$ cat src/rtl/rsc_pkg.sv
package rsc_pkg;
    localparam logic [1:0] RT_NONE = 2'd0;
    localparam logic [1:0] RT_CORE = 2'd1;
    localparam logic [1:0] RT_CHIP = 2'd2;
    localparam logic [1:0] RT_SYS  = 2'd3;

    localparam logic [1:0] AK_FETCH = 2'd0;
    localparam logic [1:0] AK_READ  = 2'd1;
    localparam logic [1:0] AK_WRITE = 2'd2;

    localparam logic [1:0] SEL_MSR  = 2'd0;
    localparam logic [1:0] SEL_DBG  = 2'd1;
    localparam logic [1:0] SEL_WDEN = 2'd2;
    localparam logic [1:0] SEL_STAT = 2'd3;

    // Higher code means higher priority: system > chip > core.
    function automatic logic [1:0] kind_max(input logic [1:0] a, input logic [1:0] b);
        return (a > b) ? a : b;
    endfunction
endpackage

$ cat src/rtl/rsc_cause_latch.sv
module rsc_cause_latch
    import rsc_pkg::*;
(
    input  logic       clk,
    input  logic       por_n,
    input  logic       req_core,
    input  logic       req_chip,
    input  logic       req_sys,
    input  logic [1:0] sw_kind,
    input  logic       wd_fire,
    input  logic [1:0] wd_kind,
    output logic       held_o,
    output logic       end_o,
    output logic [1:0] kind_o,
    output logic       wd_o
);
    typedef struct packed {
        logic       held;
        logic [1:0] kind;
        logic       wd;
    } latch_t;

    latch_t st_q, st_d;
    logic       any_req;
    logic [1:0] hw_kind;
    logic [1:0] cur_kind;

    always_comb begin
        hw_kind  = req_sys ? RT_SYS : (req_chip ? RT_CHIP : (req_core ? RT_CORE : RT_NONE));
        cur_kind = kind_max(hw_kind, kind_max(sw_kind, wd_fire ? wd_kind : RT_NONE));
        any_req  = req_core | req_chip | req_sys | (sw_kind != RT_NONE) | wd_fire;
        st_d     = st_q;
        st_d.held = any_req;
        if (any_req) begin
            st_d.kind = st_q.held ? kind_max(st_q.kind, cur_kind) : cur_kind;
            st_d.wd   = (st_q.held & st_q.wd) | wd_fire;
        end
    end

    always_ff @(posedge clk or negedge por_n) begin
        if (!por_n) st_q <= '0;
        else        st_q <= st_d;
    end

    assign held_o = st_q.held;
    assign end_o  = st_q.held & ~any_req;
    assign kind_o = st_q.kind;
    assign wd_o   = st_q.wd;

    AST_SYS_WINS: assert property (@(posedge clk) disable iff (!por_n)
        (st_q.held && req_sys) |=> (st_q.kind == RT_SYS));
    AST_HOLD_WHILE_REQ: assert property (@(posedge clk) disable iff (!por_n)
        (req_core || req_chip || req_sys) |=> st_q.held);
endmodule

$ cat src/rtl/rsc_boot_check.sv
module rsc_boot_check
    import rsc_pkg::*;
#(
    parameter int ADDR_W     = 32,
    parameter int PAGE_SHIFT = 12
) (
    input  logic              clk,
    input  logic              por_n,
    input  logic              entry_live,
    input  logic              acc_valid,
    input  logic [1:0]        acc_kind,
    input  logic [ADDR_W-1:0] acc_addr,
    output logic              ok_o,
    output logic              deny_o,
    output logic              miss_o
);
    localparam logic [ADDR_W-1:0] PAGE_BASE = {ADDR_W{1'b1}} << PAGE_SHIFT;

    typedef struct packed {
        logic ok;
        logic deny;
        logic miss;
    } resp_t;

    resp_t rs_q, rs_d;
    logic  in_page;
    logic  probe;

    always_comb begin
        in_page    = (acc_addr >= PAGE_BASE);
        probe      = acc_valid & entry_live;
        rs_d.ok    = probe & in_page & (acc_kind != AK_WRITE);
        rs_d.deny  = probe & in_page & (acc_kind == AK_WRITE);
        rs_d.miss  = probe & ~in_page;
    end

    always_ff @(posedge clk or negedge por_n) begin
        if (!por_n) rs_q <= '0;
        else        rs_q <= rs_d;
    end

    assign ok_o   = rs_q.ok;
    assign deny_o = rs_q.deny;
    assign miss_o = rs_q.miss;

    AST_MISS_EXCLUSIVE: assert property (@(posedge clk) disable iff (!por_n)
        rs_q.miss |-> (!rs_q.ok && !rs_q.deny));
    AST_DENY_ONLY_WRITE: assert property (@(posedge clk) disable iff (!por_n)
        rs_q.deny |-> ($past(acc_kind) == AK_WRITE));
endmodule

$ cat src/rtl/reset_state_ctrl.sv
module reset_state_ctrl
    import rsc_pkg::*;
#(
    parameter int          ADDR_W     = 32,
    parameter int          MSR_W      = 32,
    parameter int          PAGE_SHIFT = 12,
    parameter logic [31:0] PVR_VAL    = 32'h5A31_0207
) (
    input  logic              clk,
    input  logic              por_n,
    input  logic              req_core,
    input  logic              req_chip,
    input  logic              req_sys,
    input  logic              wd_expire,
    input  logic              wr_en,
    input  logic [1:0]        wr_sel,
    input  logic [MSR_W-1:0]  wr_data,
    input  logic              boot_inval,
    input  logic              acc_valid,
    input  logic [1:0]        acc_kind,
    input  logic [ADDR_W-1:0] acc_addr,
    output logic [MSR_W-1:0]  msr_o,
    output logic [1:0]        dbg_rst_o,
    output logic [1:0]        wd_en_o,
    output logic [1:0]        rst_type_o,
    output logic [1:0]        wd_rst_type_o,
    output logic              fetch_start_o,
    output logic [ADDR_W-1:0] fetch_addr_o,
    output logic              acc_ok_o,
    output logic              acc_deny_o,
    output logic              acc_miss_o,
    output logic [31:0]       pvr_o
);
    localparam logic [ADDR_W-1:0] BOOT_PC = {ADDR_W{1'b1}} << 2;

    typedef struct packed {
        logic [MSR_W-1:0] msr;
        logic [1:0]       dbg;
        logic [1:0]       wden;
        logic [1:0]       rtype;
        logic [1:0]       wdtype;
        logic             boot_ok;
        logic             start;
    } ctl_t;

    ctl_t c_q, c_d;
    logic       held, rel, wd_took_part;
    logic [1:0] rec_kind;
    logic       wd_fire;

    assign wd_fire = wd_expire & (c_q.wden != RT_NONE);

    rsc_cause_latch u_cause (
        .clk     (clk),
        .por_n   (por_n),
        .req_core(req_core),
        .req_chip(req_chip),
        .req_sys (req_sys),
        .sw_kind (c_q.dbg),
        .wd_fire (wd_fire),
        .wd_kind (c_q.wden),
        .held_o  (held),
        .end_o   (rel),
        .kind_o  (rec_kind),
        .wd_o    (wd_took_part)
    );

    always_comb begin
        c_d       = c_q;
        c_d.start = rel;
        if (held) begin
            c_d.msr     = '0;
            c_d.dbg     = RT_NONE;
            c_d.wden    = RT_NONE;
            c_d.boot_ok = 1'b1;
        end else begin
            if (wr_en) begin
                case (wr_sel)
                    SEL_MSR:  c_d.msr  = wr_data;
                    SEL_DBG:  c_d.dbg  = wr_data[1:0];
                    SEL_WDEN: c_d.wden = wr_data[1:0];
                    default: begin
                        c_d.rtype  = c_q.rtype  & ~wr_data[1:0];
                        c_d.wdtype = c_q.wdtype & ~wr_data[3:2];
                    end
                endcase
            end
            if (boot_inval) c_d.boot_ok = 1'b0;
        end
        if (rel) begin
            c_d.rtype = rec_kind;
            if (wd_took_part) c_d.wdtype = rec_kind;
        end
    end

    always_ff @(posedge clk or negedge por_n) begin
        if (!por_n) begin
            c_q         <= '0;
            c_q.boot_ok <= 1'b1;
        end else begin
            c_q <= c_d;
        end
    end

    rsc_boot_check #(.ADDR_W(ADDR_W), .PAGE_SHIFT(PAGE_SHIFT)) u_boot (
        .clk       (clk),
        .por_n     (por_n),
        .entry_live(c_q.boot_ok & ~held),
        .acc_valid (acc_valid),
        .acc_kind  (acc_kind),
        .acc_addr  (acc_addr),
        .ok_o      (acc_ok_o),
        .deny_o    (acc_deny_o),
        .miss_o    (acc_miss_o)
    );

    assign msr_o         = c_q.msr;
    assign dbg_rst_o     = c_q.dbg;
    assign wd_en_o       = c_q.wden;
    assign rst_type_o    = c_q.rtype;
    assign wd_rst_type_o = c_q.wdtype;
    assign fetch_start_o = c_q.start;
    assign fetch_addr_o  = BOOT_PC;
    assign pvr_o         = PVR_VAL;

    AST_CLEAN_AT_START: assert property (@(posedge clk) disable iff (!por_n)
        fetch_start_o |-> (msr_o == '0 && dbg_rst_o == RT_NONE && wd_en_o == RT_NONE));
    AST_WD_STATUS_KEPT: assert property (@(posedge clk) disable iff (!por_n)
        (rel && !wd_took_part) |=> $stable(wd_rst_type_o));
    AST_START_ONE_CYCLE: assert property (@(posedge clk) disable iff (!por_n)
        fetch_start_o |=> !fetch_start_o);
    AST_STATUS_SET_AT_START: assert property (@(posedge clk) disable iff (!por_n)
        fetch_start_o |-> (rst_type_o != RT_NONE));
endmodule

$ cat config.mk
export PLATFORM = sky130hd
export DESIGN_NAME = reset_state_ctrl
export DESIGN_NICKNAME = d
export VERILOG_FILES = /design/src/rtl/rsc_pkg.sv /design/src/rtl/rsc_cause_latch.sv /design/src/rtl/rsc_boot_check.sv /design/src/rtl/reset_state_ctrl.sv
export SDC_FILE = /design/constraint.sdc
export NUM_CORES = 1
export LEC_CHECK = 0
export BUFFER_PORTS_ARGS = -buffer_cell sky130_fd_sc_hd__buf_4
export CAP_MARGIN = 20
export CORE_ASPECT_RATIO = 2
export CORE_MARGIN = 2
export CORE_UTILIZATION = 48
export CTS_BUF_LIST = sky130_fd_sc_hd__clkbuf_4
export DETAILED_ROUTE_END_ITERATION = 8
export GPL_TIMING_DRIVEN = 0
export HOLD_SLACK_MARGIN = 0.08
export PLACE_DENSITY = 0.95
export SLEW_MARGIN = 20
export SYNTH_ARGS = -nofsm -noshare
export SYNTH_HDL_FRONTEND = slang
export SYNTH_SLANG_ARGS = --single-unit
$ cat constraint.sdc
create_clock -name clk -period 4.1 [get_ports clk]
set_input_delay 0.41 -clock clk [delete_from_list [all_inputs] [get_ports clk]]
set_output_delay 0.41 -clock clk [all_outputs]
set_load 0.05 [all_outputs]
== Word level (Yosys, flattened, before mapping) ==
Index checks and enable logic that the tools add are counted.

* Register bits: 49
* Bits of input ports: 77
* Output and inout bits: 108
* Word-level logic and storage cells: 79

* $lt $le $gt $ge: 4
* Equality and inequality tests: 7
* Multiplexer cells: 19
* Bitwise operators: 21
* Reductions and logical operators: 15

{| class="wikitable"
|+ Operators by type and width
! kind !! number
|-
| 40-bit 2-to-1 mux || 1
|-
| 36-bit 2-to-1 mux || 1
|-
| 32-bit >= comparator, second input constant || 1
|-
| 32-bit 2-to-1 mux || 1
|-
| 2-bit 2-to-1 mux || 10
|-
| 2-bit nonzero test || 8
|-
| 4-bit 2-to-1 mux || 3
|-
| 1-bit AND || 9
|-
| 2-bit AND reduction || 4
|-
| 2-bit greater-than comparator || 3
|-
| 2-bit != test, second input constant || 3
|-
| 1-bit OR || 5
|-
| 2-bit AND || 2
|-
| 2-bit equality test, second input constant || 2
|-
| 2-bit NOT || 2
|-
| 1-bit 2-to-1 mux || 3
|-
| 1-bit NOT || 3
|-
| 3-bit AND reduction || 1
|-
| 3-bit OR reduction || 1
|-
| 2-bit by 1-bit equality test with 1-bit output, second input constant || 1
|-
| 2-bit logical NOT || 1
|-
| 2-bit by 1-bit != test with 1-bit output, second input constant || 1
|}

== Longest topological paths before layout ==
Gate-level depths: netlist (run 1).

* Depth in word-level cells: 10
* Mapped depth: 14
* Depth with buffers taken out: 14

== Hierarchy ==
Synthesis (run 1) repeated with hierarchy kept, for this count alone.

* Cell total of the unflattened synthesis: 279
* Area, all modules: 3010.4 um2

{| class="wikitable"
|+ By module, submodules not included
! module !! times used !! cells each !! area each (um2) !! seq. area each (um2)
|-
| reset_state_ctrl || 1 || 215 || 2412.3 || 1052.3
|-
| rsc_cause_latch || 1 || 48 || 441.7 || 100.1
|-
| rsc_boot_check || 1 || 16 || 156.4 || 75.1
|}

== Worst setup path after synthesis (run 1) ==
No wires, ideal clock.

* Kind: flip-flop to flip-flop
* Start: reg c_q (netlist bit dbg_rst_o[1])
* End: reg u_cause.st_q (netlist bit u_cause.kind_o[0])
* Setup time: 0.125 ns
* Data arrival time: 2.677 ns
* Data required time: 3.975 ns
* Path slack: 1.298 ns
* Stages on the path, launching flop included: 15
* Buffers on the path: 0
* Clock period less this slack: 2.802 ns
* Path through: dfrtp_1 -> inv_1 -> ha_1 -> o21ba_2 -> o21ai_2 -> o31ai_1 -> ha_1 -> nand2b_1 -> a32oi_1 -> a32oi_1 -> ha_1 -> nand2_1 -> nand2_1 -> o21ai_2 -> mux2_4

* Longest elaborated chain between the ends: 7
* Elaborated cells on any way between the ends: 12
* Classes of those cells: 3 x order compare; 1 x eq/ne; 4 x mux; 2 x bitwise; 2 x reduce/logical

{| class="wikitable"
|+ Ends and longest elaborated chain
! item !! line !! RTL
|-
| start, declared || reset_state_ctrl.sv:46 || <nowiki>ctl_t c_q, c_d;</nowiki>
|-
| 2-bit greater-than comparator || rsc_pkg.sv:18 || <nowiki>return (a > b) ? a : b;</nowiki>
|-
| 2-bit 2-to-1 mux * || rsc_pkg.sv:18 ||
|-
| 2-bit greater-than comparator || rsc_pkg.sv:18 ||
|-
| 2-bit 2-to-1 mux * || rsc_pkg.sv:18 ||
|-
| net u_cause.cur_kind[0] || rsc_cause_latch.sv:26 || <nowiki>logic [1:0] cur_kind;</nowiki>
|-
| 2-bit greater-than comparator || rsc_pkg.sv:18 ||
|-
| 2-bit != test (no source line) || - ||
|-
| 2-bit AND reduction (no source line) || - ||
|-
| end signal, assigned || rsc_cause_latch.sv:42 || <nowiki>else st_q <= st_d;</nowiki>
|-
| end, declared || rsc_cause_latch.sv:23 || <nowiki>latch_t st_q, st_d;</nowiki>
|}

The timed path passes the listed nets; every way through them passes the cells marked *. The select of a mux whose other input is x is not followed.
A chain may end at the register's enable or synchronous reset.

== Final worst setup path (run 1) ==
Same ends and word-level chain as after synthesis.

==> results of run 1 <==
==> worst max-delay path, cell delays in order (launching register included) <==
cell and delay, ns:
dfrtp_1 0.51, inv_1 0.08, ha_1 0.34, o21ba_2 0.25, o21ai_2 0.16, o31ai_1 0.09
ha_1 0.18, o21bai_1 0.17, a32oi_1 0.08, a32oi_1 0.26, ha_1 0.28, nand2_1 0.06
nand2_1 0.07, o21ai_2 0.21, mux2_4 0.31
==> final timing paths <==
kind,endpoint,start,slack [ns],cells past startpoint
hold / removal,u_boot.deny_o$_DFF_PN0_,acc_kind[0],0.18,2
hold reg to reg,msr_o[2]$_DFFE_PN0P_,msr_o[2]$_DFFE_PN0P_,0.52,1
setup / recovery,u_cause.kind_o[0]$_DFFE_PN0P_,dbg_rst_o[1]$_DFFE_PN0P_,0.95,14
min in group asynchronous,u_boot.ok_o$_DFF_PN0_,por_n,0.56,2
max in group asynchronous,msr_o[13]$_DFFE_PN0P_,por_n,3.09,2
setup reg to reg,u_cause.kind_o[0]$_DFFE_PN0P_,dbg_rst_o[1]$_DFFE_PN0P_,0.95,14
==> metrics by stage <==
step | area, um^2 | utilization, % | power [uW] | instances
after global routing | 4180 | 69.60 | 1342 | 524
final | 4180 | 69.60 | 1279 | 524
after CTS | 4178 | 69.56 | 1287 | 523
after detailed placement | 4089 | 68.08 | 1007 | 514
after global placement | 4089 | 68.08 | 997.7 | 514
after floorplan | 3199 | - | 892.9 | 343
==> kinds of logic after synthesis <==
| logic type | Yosys count |
|---|---|
| AO/OA/AOI/OAI | 54 |
| adder cells (fa/ha/maj) | 8 |
| buffers and inverters | 123 |
| flip-flops | 49 |
| multiplexers | 6 |
| other | 2 |
| AND/OR/NAND/NOR | 39 |
==> layout make-up <==
type / count / share of cell area, %
antenna: 1 / 0.05986
buffer: 112 / 20.23
clock buffer: 6 / 1.078
clock inverter: 2 / 0.8081
inverter: 11 / 0.9877
multi-input combinational: 171 / 25.95
sequential: 49 / 29.36
tap: 63 / 1.886
timing repair buffer: 109 / 19.63
==> Yosys cell counts (all sizes together), types with 4 or more instances <==
| cell type | instances | area share, % |
|---|---|---|
| a21oi | 4 | 0.67 |
| o21ai | 8 | 1.7 |
| mux2i | 5 | 1.7 |
| a22o | 32 | 9.4 |
| dfrtp | 48 | 40 |
| nor2 | 8 | 1.3 |
| nand2 | 9 | 1.1 |
| nand3 | 4 | 0.84 |
| inv | 11 | 1.4 |
| nand4 | 6 | 1.8 |
| ha | 8 | 3.4 |
| buf | 112 | 29 |
==> sequential cells by signal (all words and copies together) (netlist names) <==
| register | flops |
|---|---|
| c_q | 1 |
| dbg_rst_o | 2 |
| fetch_start_o | 1 |
| msr_o | 32 |
| rst_type_o | 2 |
| u_boot.deny_o | 1 |
| u_boot.miss_o | 1 |
| u_boot.ok_o | 1 |
| u_cause.held_o | 1 |
| u_cause.kind_o | 2 |
| u_cause.wd_o | 1 |
| wd_en_o | 2 |
| wd_rst_type_o | 2 |
==> metal layers <==
metal	vias to the layer above	track usage, %	part of all wire, %
li1	1150	-	-
met1	1063	19.53	35
met2	119	35.97	54
met3	15	4.162	8.4
met4	0	9.778	3.3
met5	-	0	0
==> power breakdown <==
| group | total, uW | switching, uW | leakage (uW) | internal (uW) |
|---|---|---|---|---|
| registers | 530 | 17.3 | 0.000663 | 513 |
| clock network | 279 | 145 | 0.0000433 | 134 |
| logic | 470 | 296 | 0.00167 | 174 |
| total | 1280 | 458 | 0.00238 | 821 |
==> timing repair <==
action / CTS / global route
hold buffers: 1 / 0
resized for setup: 0 / 0
endpoints found under the hold margin: 48 / 0
==> results.sh, run 1 <==
export IMPL_power_density_mw_per_mm2=306.0
export IMPL_setup_tns_ns=0
export IMPL_path_clk_slew_ns=0.14
export IMPL_status="complete, no violations"
export IMPL_fin_skew_ns=0.009728
export IMPL_max_freq_mhz=317.6
export IMPL_min_path_type="primary input to register"
export IMPL_muxShareOfSynthArea_pct=2.193
export IMPL_via_per_inst=4.479
export IMPL_slew_viol_final=0
export IMPL_dr_first_iter_drc_count=76
export IMPL_worstPathRequired_ns=4.36
export IMPL_wl_per_cell_um=12.54
export IMPL_setup_slack_ns=0.9515
export IMPL_most_common_layout_cells="buf_4 (212), conb_1 (64), dfrtp_1 (48)"
export IMPL_netlist_area_mm2=0.002967
export IMPL_rows=40
export IMPL_drive_above_1_share_pct=51.96
export IMPL_seq_area_mm2=0.001227
export IMPL_vdd_ir_drop_max_mv=0.1931
export IMPL_grt_pass1_wl_um=10160
export IMPL_ys_seq_elements=49
export IMPL_clkLatencyLatePin_ns=0.36
export IMPL_wirelength_um=6569
export IMPL_cts_made_buffers=5
export IMPL_vias=2347
export IMPL_nets=544
export IMPL_p_leak_uw=0.002381
export IMPL_remaining_drc_errors=0
export IMPL_dp_final_hpwl_um=5475
export IMPL_synthXorXnorAreaFrac_pct=0
export IMPL_grt_ovfl_total=0
export IMPL_tightest_slew_ns=0.6238
export IMPL_end_kind="register"
export IMPL_die_h_um=115.2
export IMPL_maxCapViolations=0
export IMPL_cts_max_level=2
export IMPL_setup_violations=0
export IMPL_synth_compound_area_share_pct=14.55
export IMPL_cts_sinks=49
export IMPL_arrival_ns=3.41
export IMPL_core_mm2=0.006006
export IMPL_die_w_um=59.59
export IMPL_synth_ff_type="dfrtp_1"
export IMPL_synth_simple_area_share_pct=8.351
export IMPL_n_fill_cell=464
export IMPL_synthArstFlopShare_pct=100.0
export IMPL_rsz0062_at_grt="false"
export IMPL_whs_ns=0.1827
export IMPL_startpoint_type="register"
export IMPL_grt_pass1_vias=2321
export IMPL_worstSetupPathType="register to register"
export IMPL_synth_top_family_by_area="buffers and inverters"
export IMPL_hold_viol=0
export IMPL_die_area_mm2=0.006864
export IMPL_io_buffers=108
export IMPL_area_delta_synth_final_pct=40.91
export IMPL_period_share_pct=76.79
export IMPL_dp_slack_ns=0.9174
export IMPL_cts_buffer_depth=2
export IMPL_ys_seq_area_share_pct=41.37
export IMPL_multiInputGateArea_mm2=0.001085
export IMPL_fin_crit_ns=3.148
export IMPL_postCtsSetupRepairBufs=0
export IMPL_io_pins=185
export IMPL_cts_tree="yes"
export IMPL_place_gp_congestion=0.8055
export IMPL_synth_adder_area_share_pct=3.374
export IMPL_grt_max_degree=50
export IMPL_slew_headroom_pct=58.41
export IMPL_first_pass_iters=4
export IMPL_syn_avg_cell_area_um2=10.56
export IMPL_netlist_cell_type_count=40
export IMPL_synth_edf_count=0
export IMPL_ys_warn_count=0
export IMPL_final_common_cell="buf_4"
export IMPL_synthesis_instances=281
export IMPL_cts_root_buffer="clkbuf_4"
export IMPL_cp_max_fo=5
export IMPL_ant_nets=0
export IMPL_gr_usage_all_layers_pct=19.47
export IMPL_antenna_found_initial=1
export IMPL_start_util_pct=49.40
Power figures use the tool's default switching activity.
==> inputs of run 2 (changes only) <==
--- a/config.mk
+++ b/config.mk
@@ -9,12 +9,12 @@
 export CAP_MARGIN = 20
 export CORE_ASPECT_RATIO = 2
 export CORE_MARGIN = 2
-export CORE_UTILIZATION = 48
+export CORE_UTILIZATION = 44
 export CTS_BUF_LIST = sky130_fd_sc_hd__clkbuf_4
 export DETAILED_ROUTE_END_ITERATION = 8
 export GPL_TIMING_DRIVEN = 0
 export HOLD_SLACK_MARGIN = 0.08
-export PLACE_DENSITY = 0.95
+export PLACE_DENSITY = 0.9
 export SLEW_MARGIN = 20
 export SYNTH_ARGS = -nofsm -noshare
 export SYNTH_HDL_FRONTEND = slang
==> constraint.sdc (replaced) <==
create_clock -name clk -period 3.3 [get_ports clk]
set_input_delay 0.33 -clock clk [delete_from_list [all_inputs] [get_ports clk]]
set_output_delay 0.33 -clock clk [all_outputs]
set_load 0.05 [all_outputs]
==> results.sh, run 2 (synthesis results as in run 1) <==
export IMPL_cts_tree="yes"
export IMPL_power_density_mw_per_mm2=376.8
export IMPL_worstSetupPathType="register to register"
export IMPL_place_gp_congestion=0.8038
export IMPL_layoutNonFillerInstCount=549
export IMPL_remaining_drc_errors=0
export IMPL_critical_path_slowest_cell="dfrtp_2"
export IMPL_cts_buffer_depth=2
export IMPL_dp_slack_ns=0.1249
export IMPL_vias=2349
export IMPL_regToRegStartpoint="dbg_rst_o[1]$_DFFE_PN0P_"
export IMPL_worstPathRequired_ns=3.57
export IMPL_place_area_mm2=0.004120
export IMPL_max_freq_mhz=316.4
export IMPL_via_per_inst=4.279
export IMPL_nets=545
export IMPL_core_mm2=0.006569
export IMPL_antenna_cells=0
export IMPL_fin_skew_ns=0.01175
export IMPL_die_h_um=120.1
export IMPL_drive_above_1_share_pct=52.71
export IMPL_period_share_pct=95.79
export IMPL_path_cells="inv_1 -> ha_1 -> o21ba_2 -> o31ai_1 -> ha_1 -> nand2b_1 -> a32oi_1 -> a32oi_2 -> ha_1 -> nand2_1 -> nand2_1 -> o21ai_2 -> mux2_4"
export IMPL_design_power_total_uw=1595
export IMPL_start_util_pct=45.16
export IMPL_n_fill_cell=550
export IMPL_tightest_slew_ns=0.6135
export IMPL_hold_viol=0
export IMPL_multiInputGateArea_mm2=0.001096
export IMPL_arrival_ns=3.43
export IMPL_dp_final_hpwl_um=5637
export IMPL_setup_violations=0
export IMPL_wl_per_cell_um=12.64
export IMPL_dr_first_iter_drc_count=103
export IMPL_hp_start="acc_kind[1]"
export IMPL_final_cell_area_mm2=0.004233
export IMPL_fin_crit_ns=3.161
export IMPL_largest_reg_flops=32
export IMPL_grt_max_degree=50
export IMPL_ant_nets=0
export IMPL_crit_family="compound AO/OA/AOI/OAI gates"
export IMPL_clkLatencyLatePin_ns=0.37
export IMPL_io_pins=185
export IMPL_rr_endpoint="u_cause.kind_o[0]$_DFFE_PN0P_"
export IMPL_gr_usage_all_layers_pct=18.89
export IMPL_r2r_slack_ns=0.14
export IMPL_crit_cells=13
export IMPL_timing_critical_path_buf_inv=1
export IMPL_io_buffers=108
export IMPL_grt_ovfl_total=0
export IMPL_r2r_cells=13
export IMPL_antenna_found_initial=0
export IMPL_die_area_mm2=0.007455
export IMPL_p_leak_uw=0.002377
export IMPL_wirelength_um=6940
export IMPL_path_clk_slew_ns=0.14
export IMPL_cts_max_level=2
export IMPL_cpMostUsedCell="ha_1"
export IMPL_most_common_layout_cells="buf_4 (212), conb_1 (64), dfrtp_1 (46)"
export IMPL_status="complete, no violations"
export IMPL_cts_sinks=49
export IMPL_min_path_type="primary input to register"
export IMPL_final_common_cell="buf_4"
export IMPL_slew_headroom_pct=59.10
export IMPL_cp_max_fo=5
export IMPL_die_w_um=62.06
export IMPL_grt_pass1_vias=2363
export IMPL_vdd_ir_drop_max_mv=0.2307
export IMPL_rows=42
export IMPL_holdPathStages=2
export IMPL_end_kind="register"
export IMPL_maxCapViolations=0
export IMPL_seq_area_mm2=0.001230
export IMPL_setup_slack_ns=0.1391
export IMPL_cts_made_buffers=5
export IMPL_startpoint_type="register"
export IMPL_slowest_delay_ns=0.46
export IMPL_slew_viol_final=0
export IMPL_grt_pass1_wl_um=10720
export IMPL_cts_root_buffer="clkbuf_4"
export IMPL_first_pass_iters=4
export IMPL_place_inst=539
export IMPL_hold_end="u_boot.ok_o$_DFF_PN0_"
export IMPL_area_delta_synth_final_pct=42.68
[run 2: worst max path at each step]
stage,from,end,slack [ns]
final,dbg_rst_o[1]$_DFFE_PN0P_,u_cause.kind_o[0]$_DFFE_PN0P_,0.14
after global routing,dbg_rst_o[1]$_DFFE_PN0P_,u_cause.kind_o[0]$_DFFE_PN0P_,-0.009
after CTS,dbg_rst_o[1]$_DFFE_PN0P_,u_cause.kind_o[0]$_DFFE_PN0P_,0.10
after detailed placement,dbg_rst_o[1]$_DFFE_PN0P_,u_cause.kind_o[0]$_DFFE_PN0P_,0.12
after global placement,dbg_rst_o[1]$_DFFE_PN0P_,u_cause.kind_o[0]$_DFFE_PN0P_,0.33
after floorplan,dbg_rst_o[1]$_DFFE_PN0P_,u_cause.kind_o[0]$_DFFE_PN0P_,0.50
[run 2: power breakdown]
group,total [uW],switching [uW],internal [uW]
logic,590,371,219
clock network,347,190,157
registers,657,19.6,638
total,1590,581,1010
[run 2: timing repair]
action	CTS	global route
resized for setup	0	4
hold buffers	1	1
buffers inserted	0	0
endpoints found under the setup margin	0	2
hold endpoints to repair	48	1
[run 2: routing by layer]
metal | wire, um | vias to the layer above | share of wire [%] | global-route usage (%)
li1 | - | 1146 | - | -
met1 | 2388 | 1080 | 34 | 20.43
met2 | 3879 | 113 | 56 | 34.64
met3 | 553 | 10 | 8.0 | 3.341
met4 | 119 | 0 | 1.7 | 5.984
met5 | 0 | - | 0 | 0
[run 2: final cells by class]
class	count	area share (%)
plain buffers	112	19.98
well taps	88	2.601
repair buffers	110	19.63
multi-input cells	171	25.89
clock inverters	3	0.9755
inverters	11	0.9755
clock buffers	5	0.8868
flip-flops and latches	49	29.06
[run 2: stage by stage]
step | hold WS, ns | utilization, % | setup TNS [ns]
after floorplan | 0.03441 | - | 0
after global placement | 0.3760 | 62.72 | 0
after detailed placement | 0.3915 | 62.72 | 0
after CTS | 0.08033 | 64.08 | 0
after global routing | 0.08829 | 64.44 | -0.009067
final | 0.1227 | 64.44 | 0
[run 2: worst register-to-register path: cells and delay by family (launching register included)]
family / cells / cell delay, ns
buffers and inverters: 1 / 0.07
muxes: 1 / 0.31
adders and majority gates: 3 / 0.92
DFF: 1 / 0.46
and+or+nand+nor: 3 / 0.26
AOI/OAI and AO/OA: 5 / 1.06
